[config.mk]
export PLATFORM = sky130hd
export DESIGN_NAME = i2c_tmo_monitor
export DESIGN_NICKNAME = d
export VERILOG_FILES = /design/src/rtl/i2c_tmo_pkg.sv /design/src/rtl/tmo_tick_gen.sv /design/src/rtl/tmo_low_timer.sv /design/src/rtl/tmo_ext_timer.sv /design/src/rtl/i2c_tmo_monitor.sv
export SDC_FILE = /design/constraint.sdc
export NUM_CORES = 1
export LEC_CHECK = 0
export BUFFER_PORTS_ARGS = -buffer_cell sky130_fd_sc_hd__buf_4
export CAP_MARGIN = 20
export CELL_PAD_IN_SITES_DETAIL_PLACEMENT = 0
export CELL_PAD_IN_SITES_GLOBAL_PLACEMENT = 1
export CORE_MARGIN = 2
export CORE_UTILIZATION = 25
export DETAILED_ROUTE_END_ITERATION = 8
export PLACE_DENSITY = 0.58
export SYNTH_ARGS = -nofsm -noshare
export SYNTH_HDL_FRONTEND = slang
export SYNTH_SLANG_ARGS = --single-unit
[constraint.sdc]
create_clock -name clk -period 1.9 [get_ports clk]
set_input_delay 0.38 -clock clk [delete_from_list [all_inputs] [get_ports clk]]
set_output_delay 0.38 -clock clk [all_outputs]
set_load 0.005 [all_outputs]
[src/rtl/i2c_tmo_pkg.sv]
package i2c_tmo_pkg;
  localparam int TMO_CW = 8;  // counters hold limits up to 255 ticks
  typedef logic [TMO_CW-1:0] tmo_cnt_t;

  // Next value of a saturating tick counter.
  function automatic tmo_cnt_t tmo_step(tmo_cnt_t cnt, int limit, logic clr, logic adv);
    if (clr) return '0;
    if (adv && (cnt != tmo_cnt_t'(limit))) return cnt + tmo_cnt_t'(1);
    return cnt;
  endfunction

  // True when this advance lands exactly on the limit.
  function automatic logic tmo_hits(tmo_cnt_t cnt, int limit, logic adv);
    return adv && (cnt == tmo_cnt_t'(limit - 1));
  endfunction
endpackage

[src/rtl/tmo_tick_gen.sv]
module tmo_tick_gen #(
  parameter int CLK_PER_TICK = 200000
) (
  input  logic clk,
  input  logic rst_n,
  output logic tick_o
);
  localparam int TW = (CLK_PER_TICK > 1) ? $clog2(CLK_PER_TICK) : 1;
  localparam logic [TW-1:0] LAST = TW'(CLK_PER_TICK - 1);

  logic [TW-1:0] div_q;

  assign tick_o = (div_q == LAST);

  always_ff @(posedge clk) begin
    if (!rst_n)      div_q <= '0;
    else if (tick_o) div_q <= '0;
    else             div_q <= div_q + TW'(1);
  end
endmodule

[src/rtl/tmo_low_timer.sv]
module tmo_low_timer
  import i2c_tmo_pkg::*;
#(
  parameter int LIMIT = 30
) (
  input  logic clk,
  input  logic rst_n,
  input  logic en_i,
  input  logic scl_i,
  input  logic tick_i,
  output logic evt_o
);
  tmo_cnt_t run_q;
  logic     clr, adv, hit;

  assign clr = ~en_i | scl_i;
  assign adv = en_i & ~scl_i & tick_i;
  assign hit = tmo_hits(run_q, LIMIT, adv);

  always_ff @(posedge clk) begin
    if (!rst_n) begin
      run_q <= '0;
      evt_o <= 1'b0;
    end else begin
      run_q <= tmo_step(run_q, LIMIT, clr, adv);
      evt_o <= hit;
    end
  end
endmodule

[src/rtl/tmo_ext_timer.sv]
module tmo_ext_timer
  import i2c_tmo_pkg::*;
#(
  parameter int LIMIT = 25
) (
  input  logic clk,
  input  logic rst_n,
  input  logic en_i,
  input  logic scl_i,
  input  logic tick_i,
  input  logic xfer_i,
  input  logic start_i,
  input  logic stop_i,
  output logic evt_o
);
  tmo_cnt_t sum_q;
  logic     clr, adv, hit;

  assign clr = ~en_i | start_i | stop_i;
  assign adv = en_i & xfer_i & ~scl_i & tick_i & ~start_i & ~stop_i;
  assign hit = tmo_hits(sum_q, LIMIT, adv);

  always_ff @(posedge clk) begin
    if (!rst_n) begin
      sum_q <= '0;
      evt_o <= 1'b0;
    end else begin
      sum_q <= tmo_step(sum_q, LIMIT, clr, adv);
      evt_o <= hit;
    end
  end
endmodule

[src/rtl/i2c_tmo_monitor.sv]
module i2c_tmo_monitor #(
  parameter int CLK_PER_TICK = 200000,
  parameter int LOW_TICKS    = 30,
  parameter int EXT_TICKS    = 25
) (
  input  logic clk,
  input  logic rst_n,
  input  logic low_tmo_en_i,
  input  logic ext_tmo_en_i,
  input  logic scl_i,
  input  logic start_det_i,
  input  logic stop_det_i,
  input  logic addr_match_i,
  input  logic hold_active_i,
  output logic hold_release_o,
  output logic fsm_reset_o,
  output logic stop_flag_req_o
);
  // Named internal events, brought out for the checker.
  logic tick;
  logic low_evt;
  logic ext_evt;
  logic tmo_pulse;
  logic xfer_q;
  logic addr_seen_q;
  logic tmo_seen_q;
  logic stop_req_q;

  tmo_tick_gen #(.CLK_PER_TICK(CLK_PER_TICK)) u_tick (
    .clk(clk), .rst_n(rst_n), .tick_o(tick)
  );

  tmo_low_timer #(.LIMIT(LOW_TICKS)) u_low (
    .clk(clk), .rst_n(rst_n), .en_i(low_tmo_en_i), .scl_i(scl_i),
    .tick_i(tick), .evt_o(low_evt)
  );

  tmo_ext_timer #(.LIMIT(EXT_TICKS)) u_ext (
    .clk(clk), .rst_n(rst_n), .en_i(ext_tmo_en_i), .scl_i(scl_i),
    .tick_i(tick), .xfer_i(xfer_q), .start_i(start_det_i),
    .stop_i(stop_det_i), .evt_o(ext_evt)
  );

  assign tmo_pulse = low_evt | ext_evt;

  // Transaction window and the facts remembered about it.
  always_ff @(posedge clk) begin
    if (!rst_n) begin
      xfer_q      <= 1'b0;
      addr_seen_q <= 1'b0;
      tmo_seen_q  <= 1'b0;
      stop_req_q  <= 1'b0;
    end else begin
      stop_req_q <= stop_det_i & xfer_q & addr_seen_q & tmo_seen_q;
      if (start_det_i)     xfer_q <= 1'b1;
      else if (stop_det_i) xfer_q <= 1'b0;
      if (start_det_i | stop_det_i) begin
        addr_seen_q <= 1'b0;
        tmo_seen_q  <= 1'b0;
      end else begin
        addr_seen_q <= addr_seen_q | (addr_match_i & xfer_q);
        tmo_seen_q  <= tmo_seen_q  | (tmo_pulse & xfer_q);
      end
    end
  end

  assign fsm_reset_o     = tmo_pulse;
  assign hold_release_o  = tmo_pulse & hold_active_i;
  assign stop_flag_req_o = stop_req_q;
endmodule

==> flow_summary.json <==
{
  "status": "complete, no violations",
  "antenna_found_initial": 0,
  "antenna_cells": 0,
  "clock_latency_ns": 0.29,
  "reg2reg_slack_ns": 0.13,
  "netlist_area_sq_mm": 0.00195,
  "p_total_w": 0.00158,
  "fp.coreArea_sq_mm": 0.00765,
  "io_pins": 12,
  "cts_buffer_depth": 2,
  "std_cell_rows": 32,
  "fin_worst_skew_ns": 0.00735,
  "tns_ns": 0,
  "synth_area_per_cell_sq_um": 9.21,
  "port_buffers": 11,
  "yosys.cell_count.top_type": "nor2_1",
  "synthFlopType": "dfxtp_1",
  "synth-seq-cells": 40,
  "async_flop_share_pct": 0,
  "vias": 1468,
  "vdd_drop_max_uv": 408,
  "drtAntennaViolNets": 0,
  "hold_start": "addr_match_i",
  "drive_gt1_share_pct": 18.2,
  "p_leak_nw": 0.805,
  "synthCells": 212,
  "clockRootBuffer": "clkbuf_8",
  "ctsHoldBuffers": 0,
  "synth_top_area_share_pct": 41.0,
  "worstMarginPinSlew_ns": 0.461,
  "die_area_sq_mm": 0.00854,
  "fillCellCount": 814,
  "fp.dieH_um": 92.4,
  "fmax_ghz": 0.565,
  "yosys_warnings": 0,
  "cts_tree": "built",
  "hold_viol": 0,
  "place_congestion": 0.744,
  "holdPathStages": 3,
  "seqCellArea_sq_um": 801,
  "grt_pass1_wl_um": 6560,
  "cp-start-kind": "flop",
  "cts.sinks": 40,
  "holdWs_ns": 0.320,
  "multi_input_area_sq_mm": 0.00111,
  "rsz0062_at_grt": "no",
  "worstRegToRegCells": 5,
  "fin_crit_sh_pct": 93.1,
  "firstDrtPassIters": 4,
  "min_path_type": "primary input to flop",
  "synthTopCellsByArea": "dfxtp_1 (41%), nor2_1 (7.9%), xor2_1 (7.2%), xnor2_1 (6.3%), ha_1 (4.5%)",
  "crit_fanout": 5,
  "cts_buffers": 5,
  "finalNetCount": 251,
  "post-route-util_pct": 30.3,
  "worstPathRequired_ns": 2.12,
  "reg2reg_to": "u_low.run_q[1]$_SDFFE_PN0P_",
  "synth_enable_flop_cells": 0,
  "grt_usage_pct": 9.63,
  "gr-total-overflow": 0,
  "holdPathEnd": "addr_seen_q$_SDFF_PP0_",
  "die_w_um": 92.4,
  "crit_type": "flop to flop",
  "drv_slew": 0,
  "maxCapViolCount": 0,
  "dp_hpwl_um": 2780,
  "yosysTopAreaCell": "dfxtp_1",
  "grt_pass1_vias": 1384,
  "worstPathArrival_ns": 1.99,
  "cts.htree.levels": 2,
  "p_per_area_mw_per_mm2": 680,
  "crit_path_end_kind": "flop",
  "timing.rr.start": "u_tick.div_q[7]$_SDFF_PP0_",
  "synthTopCellsByCount": "nor2_1 (41), dfxtp_1 (40), nand3_1 (16), xor2_1 (16), xnor2_1 (14)",
  "route.detailed.wl_per_inst_um": 11.1,
  "setup_violations": 0,
  "vias_per_cell": 4.34,
  "grt_max_degree": 16,
  "pre_cts_slack_ns": 0.0553,
  "seq_area_frac_synth_pct": 41.0,
  "synth.net_count": 228,
  "areaGrowthSynthToFinish_pct": 18.8,
  "finalWorstSetupSlack_ns": 0.130,
  "drt-total-wl_um": 3740,
  "yosysUniqueCellTypes": 35,
  "start_util_pct": 25.5,
  "drcViolationCount": 0,
  "drt_iter0_drc": 37,
  "period_needed_ns": 1.77,
  "cts.clk_slew.worst_paths_ns": 0.08,
  "maxSlewHeadroom_pct": 69.1
}
## per-layer routing
| metal | wire length [um] | GRT usage (%) | share of wire (%) |
|---|---|---|---|
| met1 | 1940 | 13.1 | 52 |
| met2 | 1650 | 14.6 | 44 |
| met3 | 99 | 2.44 | 2.6 |
| met4 | 58 | 3.73 | 1.5 |
| met5 | 0 | 0 | 0 |
## cell usage in the layout, fill, tap and decap left out, drive strengths merged, types with 6 or more instances in the layout
master / synthesis / routed
dfxtp: 40 / 40
inv: 7 / 7
nor4: 7 / 7
nor2: 41 / 41
nand2: 13 / 13
and3: 8 / 8
nand4: 9 / 9
xor2: 16 / 16
ha: 7 / 7
nand3: 18 / 18
clkbuf: 1 / 6
buf: 3 / 20
xnor2: 14 / 14
## report_power, final
part,switching (W),total [W],internal (W)
combinational,0.0000238,0.0000451,0.0000213
clock,0.000290,0.000680,0.000390
sequential,0.00000746,0.000852,0.000845
total,0.000321,0.00158,0.00126
## cells by family after synthesis
| logic type | share of synthesized area [%] |
|---|---|
| multiplexers | 1.09 |
| AO/OA/AOI/OAI | 0.897 |
| AND/OR/NAND/NOR | 36.2 |
| XOR/XNOR | 13.5 |
| adder cells (fa/ha/maj) | 4.48 |
| flip-flops | 41.0 |
| buffers and inverters | 2.88 |
## area by class of cell
class | instances | area share, %
multi-input cells | 161 | 47.7
flip-flops and latches | 40 | 34.5
repair buffers | 20 | 6.47
well taps | 102 | 5.50
clock buffers | 6 | 3.13
clock inverters | 2 | 1.51
inverters | 7 | 1.13
## per-stage QoR
step	instances	area [sq um]
after floorplan	212	1950
after global placement	329	2190
after detailed placement	329	2190
after CTS	337	2300
after global routing	338	2320
final	338	2320
## how the worst max path moves through the flow
| stage | slack (ns) | endpoint | startpoint |
|---|---|---|---|
| 2_1_floorplan | 0.21 | u_low.run_q[1]$_SDFFE_PN0P_ | u_tick.div_q[0]$_SDFF_PP0_ |
| 3_5_place_dp | 0.06 | u_low.run_q[1]$_SDFFE_PN0P_ | u_tick.div_q[0]$_SDFF_PP0_ |
| 6_report | 0.13 | u_low.run_q[1]$_SDFFE_PN0P_ | u_tick.div_q[7]$_SDFF_PP0_ |
| 4_1_cts | 0.04 | u_low.run_q[1]$_SDFFE_PN0P_ | u_tick.div_q[0]$_SDFF_PP0_ |
| 3_3_place_gp | 0.16 | u_ext.sum_q[1]$_SDFFE_PN0P_ | u_tick.div_q[0]$_SDFF_PP0_ |
| 5_1_grt | 0.01 | u_ext.sum_q[0]$_SDFFE_PN0P_ | u_tick.div_q[0]$_SDFF_PP0_ |
## flip-flops by register name (all words and copies together) (netlist names)
signal / cells
u_tick.div_q: 18
u_ext.sum_q: 8
u_low.run_q: 8
addr_seen_q: 1
stop_flag_req_o: 1
tmo_seen_q: 1
u_ext.evt_o: 1
u_low.evt_o: 1
xfer_q: 1
## worst max-delay path, cell delays in order (launching register included)
cell,delay [ns]
dfxtp_1,0.37
nor4b_4,0.39
nand3_1,0.26
nor3_2,0.24
mux2_1,0.34
nor2_1,0.11
## repair_timing
item,CTS,global route
buffers inserted,0,1
resized for setup,0,2
endpoints found under the setup margin,0,7
No activity file was read; power rests on OpenSTA's default activity.
